`src/rtl/wa_pkg.sv`:
```
package wa_pkg;

  typedef enum logic [2:0] {
    ST_IDLE,
    ST_LOAD,
    ST_SCAN,
    ST_APPLY,
    ST_FILL,
    ST_FINISH
  } wa_state_e;

endpackage

```
`src/rtl/wa_epoch_timer.sv`:
```
module wa_epoch_timer #(
  parameter int EPOCH_CYCLES = 5_000_000
) (
  input  logic clk,
  input  logic rst,
  output logic tick
);
  localparam int CW = (EPOCH_CYCLES > 2) ? $clog2(EPOCH_CYCLES) : 1;

  logic [CW-1:0] cnt;

  assign tick = (cnt == CW'(EPOCH_CYCLES - 1));

  always_ff @(posedge clk) begin
    if (rst)       cnt <= '0;
    else if (tick) cnt <= '0;
    else           cnt <= cnt + 1'b1;
  end

endmodule

```
`src/rtl/wa_mu_compare.sv`:
```
module wa_mu_compare #(
  parameter int UW = 21,
  parameter int KW = 5
) (
  input  logic [UW-1:0] u_cand,
  input  logic [KW-1:0] k_cand,
  input  logic [UW-1:0] u_best,
  input  logic [KW-1:0] k_best,
  output logic          better
);
  localparam int PW = UW + KW;

  logic [PW-1:0] lhs, rhs;

  // u_cand/k_cand > u_best/k_best  <=>  u_cand*k_best > u_best*k_cand
  assign lhs    = PW'(u_cand) * PW'(k_best);
  assign rhs    = PW'(u_best) * PW'(k_cand);
  assign better = (lhs > rhs);

endmodule

```
`src/rtl/wa_prefix_store.sv`:
```
module wa_prefix_store #(
  parameter int N      = 4,
  parameter int W      = 16,
  parameter int CNT_W  = 16,
  parameter int SUM_W  = 21,
  parameter int CORE_W = 2,
  parameter int POS_W  = 4,
  parameter int QW     = 5
) (
  input  logic              clk,
  input  logic              rst,
  input  logic              load_start,
  output logic              rd_en,
  output logic [CORE_W-1:0] rd_core,
  output logic [POS_W-1:0]  rd_pos,
  input  logic [CNT_W-1:0]  rd_data,
  output logic              load_done,
  input  logic [CORE_W-1:0] a_core,
  input  logic [QW-1:0]     a_k,
  output logic [SUM_W-1:0]  a_val,
  input  logic [CORE_W-1:0] b_core,
  input  logic [QW-1:0]     b_k,
  output logic [SUM_W-1:0]  b_val
);
  localparam int DEPTH = N * W;
  localparam int AW    = (DEPTH > 1) ? $clog2(DEPTH) : 1;

  // mem[core*W + k-1] holds the sum of counters 0..k-1 of that core
  logic [SUM_W-1:0] mem [DEPTH];

  logic              cap_valid;
  logic [CORE_W-1:0] cap_core;
  logic [POS_W-1:0]  cap_pos;
  logic [SUM_W-1:0]  run_sum;
  logic [SUM_W-1:0]  next_sum;
  logic              rd_last, cap_last;

  function automatic logic [AW-1:0] addr_of(input logic [CORE_W-1:0] c, input int p);
    return AW'(int'(c) * W + p);
  endfunction

  assign rd_last  = (rd_core == CORE_W'(N - 1)) && (rd_pos == POS_W'(W - 1));
  assign cap_last = (cap_core == CORE_W'(N - 1)) && (cap_pos == POS_W'(W - 1));
  assign next_sum = ((cap_pos == '0) ? '0 : run_sum) + SUM_W'(rd_data);

  always_ff @(posedge clk) begin
    if (rst) begin
      rd_en     <= 1'b0;
      rd_core   <= '0;
      rd_pos    <= '0;
      cap_valid <= 1'b0;
      cap_core  <= '0;
      cap_pos   <= '0;
      run_sum   <= '0;
      load_done <= 1'b0;
    end else begin
      load_done <= 1'b0;
      if (load_start) begin
        rd_en   <= 1'b1;
        rd_core <= '0;
        rd_pos  <= '0;
      end else if (rd_en) begin
        if (rd_last) begin
          rd_en <= 1'b0;
        end else if (rd_pos == POS_W'(W - 1)) begin
          rd_pos  <= '0;
          rd_core <= rd_core + 1'b1;
        end else begin
          rd_pos <= rd_pos + 1'b1;
        end
      end
      cap_valid <= rd_en;
      cap_core  <= rd_core;
      cap_pos   <= rd_pos;
      if (cap_valid) begin
        run_sum <= next_sum;
        if (cap_last) load_done <= 1'b1;
      end
    end
  end

  always_ff @(posedge clk) begin
    if (cap_valid) mem[addr_of(cap_core, int'(cap_pos))] <= next_sum;
  end

  assign a_val = (a_k == '0) ? '0 : mem[addr_of(a_core, int'(a_k) - 1)];
  assign b_val = (b_k == '0) ? '0 : mem[addr_of(b_core, int'(b_k) - 1)];

endmodule

```
`src/rtl/wa_lookahead_alloc.sv`:
```
module wa_lookahead_alloc
  import wa_pkg::*;
#(
  parameter int NUM_CORES    = 4,
  parameter int NUM_WAYS     = 16,
  parameter int CNT_W        = 16,
  parameter int EPOCH_CYCLES = 5_000_000,
  localparam int CORE_W = (NUM_CORES > 1) ? $clog2(NUM_CORES) : 1,
  localparam int POS_W  = (NUM_WAYS > 1) ? $clog2(NUM_WAYS) : 1,
  localparam int QW     = $clog2(NUM_WAYS + 1)
) (
  input  logic                    clk,
  input  logic                    rst,
  output logic                    mon_rd_en,
  output logic [CORE_W-1:0]       mon_rd_core,
  output logic [POS_W-1:0]        mon_rd_pos,
  input  logic [CNT_W-1:0]        mon_rd_data,
  output logic                    busy,
  output logic                    done,
  output logic [NUM_CORES*QW-1:0] quota
);
  localparam int SUM_W = CNT_W + QW;

  wa_state_e         state;
  logic              tick, load_start, load_done;
  logic [QW-1:0]     alloc [NUM_CORES];
  logic [QW-1:0]     rem;
  logic [CORE_W-1:0] cur_c, best_c, rr;
  logic [QW-1:0]     cur_k, best_k, top_k;
  logic [SUM_W-1:0]  best_u, base_val, top_val, cand_u;
  logic              cand_better, scan_last;
  logic [NUM_CORES*QW-1:0] quota_q;
  logic              done_q;

  wa_epoch_timer #(.EPOCH_CYCLES(EPOCH_CYCLES)) u_timer (
    .clk (clk),
    .rst (rst),
    .tick(tick)
  );

  assign load_start = (state == ST_IDLE) && tick;

  wa_prefix_store #(
    .N(NUM_CORES), .W(NUM_WAYS), .CNT_W(CNT_W), .SUM_W(SUM_W),
    .CORE_W(CORE_W), .POS_W(POS_W), .QW(QW)
  ) u_store (
    .clk       (clk),
    .rst       (rst),
    .load_start(load_start),
    .rd_en     (mon_rd_en),
    .rd_core   (mon_rd_core),
    .rd_pos    (mon_rd_pos),
    .rd_data   (mon_rd_data),
    .load_done (load_done),
    .a_core    (cur_c),
    .a_k       (alloc[cur_c]),
    .a_val     (base_val),
    .b_core    (cur_c),
    .b_k       (top_k),
    .b_val     (top_val)
  );

  assign top_k  = alloc[cur_c] + cur_k;
  assign cand_u = top_val - base_val;

  wa_mu_compare #(.UW(SUM_W), .KW(QW)) u_cmp (
    .u_cand(cand_u),
    .k_cand(cur_k),
    .u_best(best_u),
    .k_best(best_k),
    .better(cand_better)
  );

  assign scan_last = (cur_c == CORE_W'(NUM_CORES - 1)) && (cur_k == rem);

  always_ff @(posedge clk) begin
    if (rst) begin
      state   <= ST_IDLE;
      rem     <= '0;
      cur_c   <= '0;
      cur_k   <= '0;
      best_c  <= '0;
      best_k  <= '0;
      best_u  <= '0;
      rr      <= '0;
      quota_q <= '0;
      done_q  <= 1'b0;
      for (int c = 0; c < NUM_CORES; c++) alloc[c] <= '0;
    end else begin
      done_q <= 1'b0;
      unique case (state)
        ST_IDLE: if (tick) state <= ST_LOAD;
        ST_LOAD: begin
          if (load_done) begin
            for (int c = 0; c < NUM_CORES; c++) alloc[c] <= QW'(1);
            rem    <= QW'(NUM_WAYS - NUM_CORES);
            cur_c  <= '0;
            cur_k  <= QW'(1);
            best_c <= '0;
            best_k <= QW'(1);
            best_u <= '0;
            rr     <= '0;
            state  <= (NUM_WAYS == NUM_CORES) ? ST_FINISH : ST_SCAN;
          end
        end
        ST_SCAN: begin
          if (cand_better) begin
            best_u <= cand_u;
            best_k <= cur_k;
            best_c <= cur_c;
          end
          if (scan_last) begin
            state <= ST_APPLY;
          end else if (cur_k == rem) begin
            cur_c <= cur_c + 1'b1;
            cur_k <= QW'(1);
          end else begin
            cur_k <= cur_k + 1'b1;
          end
        end
        ST_APPLY: begin
          if (best_u == '0) begin
            state <= ST_FILL;
          end else begin
            alloc[best_c] <= alloc[best_c] + best_k;
            rem           <= rem - best_k;
            cur_c  <= '0;
            cur_k  <= QW'(1);
            best_c <= '0;
            best_k <= QW'(1);
            best_u <= '0;
            state  <= (rem == best_k) ? ST_FINISH : ST_SCAN;
          end
        end
        ST_FILL: begin
          alloc[rr] <= alloc[rr] + 1'b1;
          rem       <= rem - 1'b1;
          rr        <= (rr == CORE_W'(NUM_CORES - 1)) ? '0 : rr + 1'b1;
          if (rem == QW'(1)) state <= ST_FINISH;
        end
        ST_FINISH: begin
          for (int c = 0; c < NUM_CORES; c++) quota_q[c*QW +: QW] <= alloc[c];
          done_q <= 1'b1;
          state  <= ST_IDLE;
        end
        default: state <= ST_IDLE;
      endcase
    end
  end

  assign busy  = (state != ST_IDLE);
  assign done  = done_q;
  assign quota = quota_q;

  // ---------------- assertions ----------------
  int quota_sum;
  always_comb begin
    quota_sum = 0;
    for (int c = 0; c < NUM_CORES; c++) quota_sum += int'(quota[c*QW +: QW]);
  end

  a_r3_done_pulse: assert property (@(posedge clk) disable iff (rst)
    done |=> !done);

  a_r3_quota_hold: assert property (@(posedge clk) disable iff (rst)
    !done |-> $stable(quota));

  a_r4_sum_ways: assert property (@(posedge clk) disable iff (rst)
    done |-> (quota_sum == NUM_WAYS));

  for (genvar g = 0; g < NUM_CORES; g++) begin : g_min_chk
    a_r4_min_one: assert property (@(posedge clk) disable iff (rst)
      done |-> (quota[g*QW +: QW] != '0));
  end

  a_r2_reads_busy: assert property (@(posedge clk) disable iff (rst)
    mon_rd_en |-> busy);

  a_r5_block_range: assert property (@(posedge clk) disable iff (rst)
    (state == ST_SCAN) |-> (cur_k != '0 && cur_k <= rem &&
                            int'(top_k) <= NUM_WAYS));

endmodule

```
`config.mk`:
```
export PLATFORM = sky130hd
export DESIGN_NAME = wa_lookahead_alloc
export DESIGN_NICKNAME = d
export VERILOG_FILES = /design/src/rtl/wa_pkg.sv /design/src/rtl/wa_epoch_timer.sv /design/src/rtl/wa_mu_compare.sv /design/src/rtl/wa_prefix_store.sv /design/src/rtl/wa_lookahead_alloc.sv
export SDC_FILE = /design/constraint.sdc
export NUM_CORES = 2
export LEC_CHECK = 0
export BUFFER_PORTS_ARGS = -buffer_cell sky130_fd_sc_hd__buf_2
export CAP_MARGIN = 5
export CORE_ASPECT_RATIO = 1.4
export CORE_MARGIN = 2
export CORE_UTILIZATION = 65
export DETAILED_ROUTE_END_ITERATION = 16
export PLACE_DENSITY = 0.81
export RECOVER_POWER = 25
export SLEW_MARGIN = 0
export SYNTH_ARGS = -nofsm -noshare
export SYNTH_HDL_FRONTEND = slang
export SYNTH_SLANG_ARGS = --single-unit
```
`constraint.sdc`:
```
create_clock -name clk -period 36.8 [get_ports clk]
set_input_delay 3.68 -clock clk [delete_from_list [all_inputs] [get_ports clk]]
set_output_delay 3.68 -clock clk [all_outputs]
set_load 0.03 [all_outputs]
```
==> results.yml <==
outcome:
  run_status: "finished with violations"
  violations: "capacitance limit, slew limit"
grt:
  overflow: 0
  met2_usage_pct: 62.75
  grt_pass1_wl_mm: 344.5
  antenna_found_initial: 14
  top_usage_layer: "met2"
  grt_util_met3_pct: 10.88
  grtUsageTotal_pct: 39.34
  grt_pass1_vias: 49670
  grt_max_degree: 127
  use_met1_pct: 46.98
place:
  dp.cells: 6129
  globalplace.congestion: 0.9526
  place_ws_ns: 21.52
  portBuffers: 46
  dp_hpwl_mm: 138.2
sta:
  clock-skew-final_ns: 0.03519
  drv_slew: 779
  finalSetupTns_ns: 0
  fin_crit_sh_pct: 42.76
  finalCriticalPeriod_ns: 15.74
  setup_violations: 0
  rsz0062_at_grt: "no"
  fmax_ghz: 0.06355
  tightestPinTransition_ns: 2.406
  relSlewSlack_pct: -60.40
  fin_ws_ns: 21.06
  hold_viol: 0
clock_tree:
  cts_root_buf: "clkbuf_16"
  cts_made_buffers: 139
  clockBufferDepth: 3
  cts_sinks: 1495
  htreeDepth: 4
  clock_latency_ns: 0.81
  cts_resized: 0
  cts_tree: "yes"
  postCtsSetupRepairBufs: 0
  clkSlewWorstSetupHoldPaths_ns: 0.06
  ctsHoldBuffers: 0
yosys:
  yosysSeqAreaShare_pct: 55.87
  synth_area_mm2: 0.07801
  synth_top_cell_area_share_pct: 52.51
  yosysTopAreaCell: "edfxtp_1"
  synth_edf_count: 1364
  synth_ff_type: "edfxtp_1"
  yosys_warnings: 0
  syn_inst: 4642
  synth_cell_types: 74
  synth-seq-cells: 1495
  ys_top_cells_by_area: "edfxtp_1, mux4_2, dfxtp_1"
  ys_async_sr_fraction_pct: 0
  avgSynthCellArea_um2: 16.80
  synth_nets: 4946
drt:
  drcViolationCount: 0
  vias: 48950
  postRouteAntennaNets: 0
  drt_iter0_drc: 7307
  wl_mm: 235.8
  drt-vias-per-instance: 7.660
  drt-pass1-iter-count: 9
  wl_per_cell_um: 36.90
critical_path:
  critPathMostFrequentCell: "a21oi_1"
  cp_max_fo: 91
  start_kind: "flop"
  crit_slowest_cell: "fa_4"
  cp.required_ns: 37.51
  cpPeakStageDelay_ns: 1.14
  crit_type: "flop to flop"
  end_kind: "flop"
  critPathArrivalTime_ns: 16.45
die:
  dieArea_mm2: 0.1228
  io_pins: 47
  die_w_um: 296.8
  die_h_um: 413.9
  start_util_pct: 65.46
  rows: 150
  core-area_mm2: 0.1192
finish:
  fin_cells: 6391
  fillers: 6894
  nets: 4980
  area_delta_synth_final_pct: 9.000
  final_layout_size_suffix_gt1_share_pct: 27.22
  final_cell_mix: "edfxtp_1, mux4_2, nand2_1"
  final_common_cell: "edfxtp_1"
power_and_ir_drop:
  peakVddDrop_mv: 0.03807
  p_per_area_mw_per_mm2: 44.74
  p_leak_nw: 28.14
run:
  maxCapViolations: 36
min_path:
  worst_hold_path_type: "flop to flop"
==> registers in the layout (all words and copies together) (netlist names), 3 cells and up, named ones only <==
signal,cells
u_store.mem,1344
u_timer.cnt,23
best_u,21
u_store.run_sum,21
alloc,20
quota,20
best_k,5
cur_k,5
rem,5
u_store.cap_pos,4
u_store.rd_pos,4
state,3
==> through the flow <==
step / power (mW) / utilization (%) / hold WS (ns) / area, um^2
floorplan: 2.181 / - / 0.4299 / 78010
global placement: 2.328 / 67.61 / 0.4395 / 80580
detailed placement: 2.334 / 67.61 / 0.4479 / 80580
CTS: 3.794 / 71.45 / 0.4567 / 85150
global route: 3.879 / 71.34 / 0.4759 / 85020
finish: 3.805 / 71.35 / 0.4572 / 85030
==> synth_stat cells (70+ instances only) <==
| library cell | n |
|---|---|
| a21oi_1 | 124 |
| mux4_2 | 836 |
| and2_1 | 116 |
| mux2i_1 | 70 |
| fa_1 | 121 |
| dfxtp_1 | 131 |
| nor2_1 | 256 |
| edfxtp_1 | 1364 |
| xnor2_1 | 74 |
| ha_1 | 165 |
| inv_1 | 179 |
| nand2_1 | 279 |
| clkbuf_1 | 180 |
==> where the power goes <==
group / leakage (nW) / internal [mW] / total [mW] / switching, mW
Clock: 2.22 / 0.813 / 1.49 / 0.673
Sequential: 13.3 / 1.84 / 1.85 / 0.00140
Combinational: 12.6 / 0.176 / 0.473 / 0.296
Total: 28.1 / 2.83 / 3.80 / 0.971
==> layout make-up <==
type	instances	area, um^2	share of cell area [%]
antenna	5	12.51	0.01471
clock buffer	166	3674	4.320
clock inverter	89	899.6	1.058
inverter	181	695.7	0.8182
multi-input combinational	2682	32970	38.78
sequential	1495	43580	51.26
tap	1596	1997	2.349
timing repair buffer	177	1197	1.408
==> path summary, 6_finish.rpt <==
check,slack [ns],startpoint,cells after the start,endpoint
max,21.06,flop,44,best_u[1]$_SDFFE_PP0P_
min,0.46,quota[9]$_SDFFE_PP0P_,2,quota[9]$_SDFFE_PP0P_
max reg2reg,21.06,flop,44,best_u[1]$_SDFFE_PP0P_
min reg2reg,0.46,quota[9]$_SDFFE_PP0P_,2,quota[9]$_SDFFE_PP0P_
==> layer usage <==
metal / up-vias / share of wire (%)
met1: 24770 / 31
met3: 1014 / 13
met4: 12 / 8.7
met2: 4442 / 48
met5: - / 0.076
li1: 18710 / -
==> worst max-delay path, delay by kind of cell (launching register included) <==
kind	cells	cell delay, ns
fa+ha+maj	10	4.68
compound gates	14	4.05
simple gates	8	1.99
mux	4	1.85
buf+inv	6	1.79
flops	1	0.55
xor+xnor	2	0.54
==> logic make-up (layout without fill, tap and decap cells) <==
logic type	after synthesis	in the layout	synth area share [%]
xor+xnor	123	123	1.400
other cells	0	5	0
mux	932	932	25.44
flops	1495	1495	55.87
fa+ha+maj	286	286	5.752
buf+inv	465	613	2.433
simple gates	916	916	5.554
compound gates	425	425	3.550
Note: power is estimated with default switching activity, not from simulation.
